--- src/rtl/pll_seq_pkg.sv ---
package pll_seq_pkg;

  typedef enum logic [2:0] {
    ST_IDLE,
    ST_TO_ALT,
    ST_PROG,
    ST_SETTLE,
    ST_WAIT_LOCK,
    ST_TO_PLL
  } seqState_t;

  // strobes from control to datapath
  typedef struct packed {
    logic acceptReq;
    logic rejectReq;
    logic selAlt;
    logic selPllSet;
    logic writeCfg;
    logic cntClr;
    logic cntInc;
    logic tmoErr;
    logic doneSet;
  } seqCmd_t;

endpackage

--- src/rtl/pll_seq_ctrl.sv ---
module pll_seq_ctrl
  import pll_seq_pkg::*;
(
  input  logic    clk,
  input  logic    rst,
  input  logic    reqValid,
  input  logic    refOk,
  input  logic    selPll,
  input  logic    switchAck,
  input  logic    settleDone,
  input  logic    lockTimedOut,
  input  logic    lockIn,
  output seqCmd_t cmd,
  output logic    busy
);

  seqState_t state, nextState;

  always_ff @(posedge clk) begin
    if (rst) state <= ST_IDLE;
    else     state <= nextState;
  end

  always_comb begin
    cmd       = '0;
    nextState = state;
    unique case (state)
      ST_IDLE: begin
        if (reqValid) begin
          if (refOk) begin
            cmd.acceptReq = 1'b1;
            if (selPll) begin
              cmd.selAlt = 1'b1;
              nextState  = ST_TO_ALT;
            end else begin
              nextState  = ST_PROG;
            end
          end else begin
            cmd.rejectReq = 1'b1;
          end
        end
      end
      ST_TO_ALT: begin
        if (switchAck) nextState = ST_PROG;
      end
      ST_PROG: begin
        cmd.writeCfg = 1'b1;
        cmd.cntClr   = 1'b1;
        nextState    = ST_SETTLE;
      end
      ST_SETTLE: begin
        if (settleDone) begin
          cmd.cntClr = 1'b1;
          nextState  = ST_WAIT_LOCK;
        end else begin
          cmd.cntInc = 1'b1;
        end
      end
      ST_WAIT_LOCK: begin
        if (lockIn) begin
          cmd.selPllSet = 1'b1;
          nextState     = ST_TO_PLL;
        end else if (lockTimedOut) begin
          cmd.tmoErr = 1'b1;
          nextState  = ST_IDLE;
        end else begin
          cmd.cntInc = 1'b1;
        end
      end
      ST_TO_PLL: begin
        if (switchAck) begin
          cmd.doneSet = 1'b1;
          nextState   = ST_IDLE;
        end
      end
      default: nextState = ST_IDLE;
    endcase
  end

  assign busy = (state != ST_IDLE);

endmodule

--- src/rtl/pll_seq_dp.sv ---
module pll_seq_dp
  import pll_seq_pkg::*;
#(
  parameter int MINT_W     = 10,
  parameter int N_W        = 5,
  parameter int XTAL_W     = 6,
  parameter int TMO_W      = 16,
  parameter int SETTLE_CYC = 4,
  parameter int REF_MIN    = 4,
  parameter int REF_MAX    = 30
) (
  input  logic              clk,
  input  logic              rst,
  input  seqCmd_t           cmd,
  input  logic [MINT_W-1:0] reqMint,
  input  logic [N_W-1:0]    reqN,
  input  logic [XTAL_W-1:0] xtalMhz,
  input  logic [TMO_W-1:0]  timeoutLimit,
  input  logic              lockIn,
  output logic              refOk,
  output logic              settleDone,
  output logic              lockTimedOut,
  output logic              selPll,
  output logic [MINT_W-1:0] cfgMint,
  output logic [N_W-1:0]    cfgN,
  output logic              errRange,
  output logic              errTimeout,
  output logic              done,
  output logic              lockStatus
);

  localparam int PROD_W = ((N_W + 6) > XTAL_W) ? (N_W + 6) : XTAL_W;
  localparam int CNT_W  = TMO_W;
  localparam logic [CNT_W-1:0] SETTLE_LAST = CNT_W'(SETTLE_CYC - 1);

  logic [PROD_W-1:0] divisor, loBound, hiBound, xtalExt;
  logic [MINT_W-1:0] pendMint;
  logic [N_W-1:0]    pendN;
  logic [CNT_W-1:0]  cnt;
  logic [CNT_W:0]    cntNext;

  // legal iff REF_MIN*(N+1) <= xtal <= REF_MAX*(N+1), no divider needed
  always_comb begin
    divisor = PROD_W'(reqN) + PROD_W'(1);
    loBound = divisor * PROD_W'(REF_MIN);
    hiBound = divisor * PROD_W'(REF_MAX);
    xtalExt = PROD_W'(xtalMhz);
    refOk   = (xtalExt >= loBound) && (xtalExt <= hiBound);
  end

  assign cntNext      = {1'b0, cnt} + {{CNT_W{1'b0}}, 1'b1};
  assign settleDone   = (cnt == SETTLE_LAST);
  assign lockTimedOut = (cntNext >= {1'b0, timeoutLimit});

  always_ff @(posedge clk) begin
    if (rst) begin
      pendMint   <= '0;
      pendN      <= '0;
      cfgMint    <= '0;
      cfgN       <= '0;
      cnt        <= '0;
      selPll     <= 1'b0;
      errRange   <= 1'b0;
      errTimeout <= 1'b0;
      done       <= 1'b0;
      lockStatus <= 1'b0;
    end else begin
      lockStatus <= lockIn;
      done       <= cmd.doneSet;
      if (cmd.acceptReq) begin
        pendMint <= reqMint;
        pendN    <= reqN;
      end
      if (cmd.writeCfg) begin
        cfgMint <= pendMint;
        cfgN    <= pendN;
      end
      if (cmd.cntClr)      cnt <= '0;
      else if (cmd.cntInc) cnt <= cntNext[CNT_W-1:0];
      if (cmd.selAlt)         selPll <= 1'b0;
      else if (cmd.selPllSet) selPll <= 1'b1;
      if (cmd.acceptReq || cmd.rejectReq) begin
        errRange   <= cmd.rejectReq;
        errTimeout <= 1'b0;
      end else if (cmd.tmoErr) begin
        errTimeout <= 1'b1;
      end
    end
  end

endmodule

--- src/rtl/pll_reconfig_seq.sv ---
module pll_reconfig_seq
  import pll_seq_pkg::*;
#(
  parameter int MINT_W     = 10,
  parameter int N_W        = 5,
  parameter int XTAL_W     = 6,
  parameter int TMO_W      = 16,
  parameter int SETTLE_CYC = 4
) (
  input  logic              clk,
  input  logic              rst,
  input  logic              reqValid,
  input  logic [MINT_W-1:0] reqMint,
  input  logic [N_W-1:0]    reqN,
  input  logic [XTAL_W-1:0] xtalMhz,
  input  logic [TMO_W-1:0]  timeoutLimit,
  input  logic              lockIn,
  input  logic              switchAck,
  output logic              selPll,
  output logic [MINT_W-1:0] cfgMint,
  output logic [N_W-1:0]    cfgN,
  output logic              busy,
  output logic              done,
  output logic              errRange,
  output logic              errTimeout,
  output logic              lockStatus
);

  seqCmd_t cmd;
  logic    refOk, settleDone, lockTimedOut;

  pll_seq_ctrl ctrl_i (
    .clk(clk), .rst(rst), .reqValid(reqValid), .refOk(refOk),
    .selPll(selPll), .switchAck(switchAck), .settleDone(settleDone),
    .lockTimedOut(lockTimedOut), .lockIn(lockIn), .cmd(cmd), .busy(busy)
  );

  pll_seq_dp #(
    .MINT_W(MINT_W), .N_W(N_W), .XTAL_W(XTAL_W),
    .TMO_W(TMO_W), .SETTLE_CYC(SETTLE_CYC)
  ) dp_i (
    .clk(clk), .rst(rst), .cmd(cmd), .reqMint(reqMint), .reqN(reqN),
    .xtalMhz(xtalMhz), .timeoutLimit(timeoutLimit), .lockIn(lockIn),
    .refOk(refOk), .settleDone(settleDone), .lockTimedOut(lockTimedOut),
    .selPll(selPll), .cfgMint(cfgMint), .cfgN(cfgN), .errRange(errRange),
    .errTimeout(errTimeout), .done(done), .lockStatus(lockStatus)
  );

endmodule

--- config.mk ---
export PLATFORM = sky130hd
export DESIGN_NAME = pll_reconfig_seq
export DESIGN_NICKNAME = d
export VERILOG_FILES = /design/src/rtl/pll_seq_pkg.sv /design/src/rtl/pll_seq_ctrl.sv /design/src/rtl/pll_seq_dp.sv /design/src/rtl/pll_reconfig_seq.sv
export SDC_FILE = /design/constraint.sdc
export NUM_CORES = 1
export LEC_CHECK = 0
export BUFFER_PORTS_ARGS = -buffer_cell sky130_fd_sc_hd__buf_2
export CAP_MARGIN = 20
export CORE_ASPECT_RATIO = 1.2
export CORE_MARGIN = 3
export CORE_UTILIZATION = 40
export CTS_CLUSTER_DIAMETER = 80
export CTS_CLUSTER_SIZE = 10
export DETAILED_ROUTE_END_ITERATION = 16
export GPL_TIMING_DRIVEN = 0
export PLACE_DENSITY = 0.68
export RECOVER_POWER = 50
export SYNTH_ARGS = -nofsm -noshare
export SYNTH_HDL_FRONTEND = slang
export SYNTH_SLANG_ARGS = --single-unit
--- constraint.sdc ---
create_clock -name clk -period 6.3 [get_ports clk]
set_clock_uncertainty 0.05 [all_clocks]
set_input_delay 0.945 -clock clk [delete_from_list [all_inputs] [get_ports clk]]
set_output_delay 0.945 -clock clk [all_outputs]
set_load 0.1 [all_outputs]
==> out/results.txt <==
Status: finished clean
Die W: 97.5 um
Int Pwr: 615 uW
Die height: 116 um
Synth warnings: 0
Final worst path period share: 84.0%
Part of the power in registers: 38.8%
Initial Util: 41.6%
H-tree levels: 2
Hold path cells: 2
Mapped Cells: 502
Seq/Total Area, Yosys: 26.9%
Async S/R FF share, synth: 0%
CTS root buffer: clkbuf_16
P&R area growth vs syn: 14.6%
Crit start category: input pin
Power per cell area: 199 mW/mm^2
Worst endpoint data arrival time: 5.46 ns
Final hold vios: 0
CTS Sinks: 54
Area of the multi-input gates: 0.00266 sq mm
First-pass GRT wire length: 16.0 mm
RSZ-0062 raised after global routing: false
Final wirelength: 9.49 mm
Setup TNS Final: 0 ns
Setup violations, final: 0
VDD IR max: 0.133 mV
Sw Ratio: 32.9%
CTS buffer count: 5
TritonCTS clock tree: built
Worst slew margin: 19.8%
Leading cell type in the layout, fill and taps excluded: nand2_1
Antenna violations before repair: 0
Post-synth EDFFs: 0
Flop2flop setup slack: 2.25 ns
Drt first pass iters: 4
Initial DRC Count: 180
Gr usage total: 16.9%
Commonest cells after routing, fill and taps aside: nand2_1 (102), dfxtp_1 (54), buf_2 (48)
Final net count: 656
Worst EP required: 6.47 ns
Type of the worst setup path: in -> reg
Via Count: 3679
Combinational Power Share: 29.9%
Post-Syn Nets: 588
Crit-path max FO: 10
GPL Wtd Cong: 0.881
Static Leak: 2.05 nW
Power Total: 916 uW
Fmax: 189 MHz
Dpl hpwl: 7.61 mm
Crit. End Element: flop
Detailed-route wire length per cell: 13.7 um
Ant diodes: 0
Post-CTS setup buffers: 0
DR DRC count: 0
Die ar.: 0.0113 sq mm
Max cap viols: 0
Synthesized area: 0.00402 sq mm
Switching power: 301 uW
Fillers: 977
Worst min path class: reg -> reg
Antenna Nets Post-Route: 0
Worst-margin pin slew: 1.21 ns
Worst-skew pair later-pin latency: 0.30 ns
Worst R2R Path Depth: 11
Top Ports: 63
Seq cells post-synth: 54
Input/output buffers: 61
Register area: 0.00108 sq mm
Clock share of power: 31.3%
Grt ovf: 0
Slew Limit Fails: 0
Clock buffer depth: 2
Min Tclk post-route: 5.29 ns
Vias in the first global route: 3514
Number of distinct library cells after synthesis: 65
Core Area: 0.00966 sq mm
Main flop type after synthesis: dfxtp_1
CTS clk-pin slew, worst paths: 0.08 ns
Pin count of the biggest net entering global routing: 20
Rows: 39
Layout cells sized above 1: 12.8%
Vias/cell: 5.30
Synth Area per Inst: 8.01 sq um
Hold_buf cts: 0
Resize count post-CTS: 0
-- final timing paths --
kind	startpoint	endpoint
max	reqN[0]	dp_i.selPll
min	dp_i.cfgMint[4]	dp_i.cfgMint[4]
max reg2reg	dp_i.cnt[0]	ctrl_i.state[0]
min reg2reg	dp_i.cfgMint[4]	dp_i.cfgMint[4]
-- synth_stat cells, types with 2 or more instances --
cell	number	share of area, %
mux2i_1	32	8.0
o22ai_1	4	0.62
clkbuf_1	11	1.0
nor4_1	3	0.47
nor2b_1	5	0.78
or3_1	14	2.2
dfxtp_1	54	27
o21bai_1	2	0.37
o31ai_1	7	1.3
o21ai_0	12	1.5
inv_1	45	4.2
and3_1	7	1.1
ha_1	40	12
buf_2	7	0.87
xnor2_1	10	2.2
nand2b_1	6	0.93
xor2_1	11	2.4
and2_1	3	0.47
nand2_1	102	9.5
a21oi_1	27	3.4
nand3_1	15	1.9
nor3_1	5	0.62
a22o_1	2	0.44
nor2_1	15	1.4
a211oi_1	2	0.37
nand4_1	11	1.7
o41ai_1	5	1.1
or2_2	2	0.31
fa_1	4	2.0
o31a_1	2	0.44
nor3_2	2	0.50
a2111oi_0	2	0.44
-- power by group through the flow --
stage | Sequential [mW] | Clock (mW) | Combinational, mW
after detailed placement | 0.363 | 0 | 0.276
after global placement | 0.363 | 0 | 0.265
after floorplan | 0.380 | 0 | 0.193
final | 0.355 | 0.287 | 0.274
after global routing | 0.357 | 0.307 | 0.307
after CTS | 0.355 | 0.294 | 0.277
-- cells by family after synthesis --
kind of cell    synth area share (%)
simple gates                    25.2
compound gates                  13.2
buf+inv                         7.06
flops                           26.9
fa+ha+maj                       14.7
mux                             7.97
xor+xnor                        4.98
-- area by class of cell --
cell class | instances | area share, %
Multi-Input combinational cell | 382 | 57.6
Inverter | 45 | 3.67
Tap cell | 123 | 3.34
Timing Repair Buffer | 61 | 6.08
Clock inverter | 3 | 0.624
Buffer | 21 | 2.50
Clock buffer | 5 | 2.72
Sequential cell | 54 | 23.5
-- registers in the layout, summed over array words and instances, names as in the netlist --
signal           flops
dp_i.cfgMint        10
dp_i.pendMint       10
dp_i.errTimeout      1
dp_i.cnt            16
dp_i.selPll          1
dp_i.done            1
dp_i.lockStatus      1
ctrl_i.state         3
dp_i.pendN           5
dp_i.errRange        1
dp_i.cfgN            5
-- metal layers --
metal,up-vias,wire length (um),track usage (%)
met4,0,145,5.45
met5,-,0,0
met3,12,407,2.71
li1,1885,-,-
met1,1706,4100,20.1
met2,76,4830,31.0
-- worst max-delay path: stages --
cell	delay, ns
buf_2	0.15
ha_1	0.23
xnor2_1	0.46
inv_1	0.16
ha_1	0.34
inv_1	0.06
fa_1	0.51
inv_1	0.07
fa_1	0.50
inv_1	0.04
ha_1	0.28
and3_1	0.20
a41o_1	0.23
a2111oi_0	0.45
and4b_4	0.33
nor3_2	0.06
buf_6	0.15
buf_12	0.15
o22ai_1	0.15
-- through the flow --
| step | hold slack (ns) | worst slack, ns | util (%) | cells | cell area (sq um) |
|---|---|---|---|---|---|
| floorplan | 0.382 | 1.42 | - | 502 | 4020 |
| global placement | 0.387 | 0.761 | 46.4 | 686 | 4480 |
| detailed placement | 0.393 | 0.673 | 46.4 | 686 | 4480 |
| CTS | 0.406 | 0.985 | 48.0 | 694 | 4630 |
| global route | 0.428 | 0.798 | 47.7 | 694 | 4610 |
| finish | 0.405 | 1.01 | 47.7 | 694 | 4610 |
(Power assumes the default switching activity.)
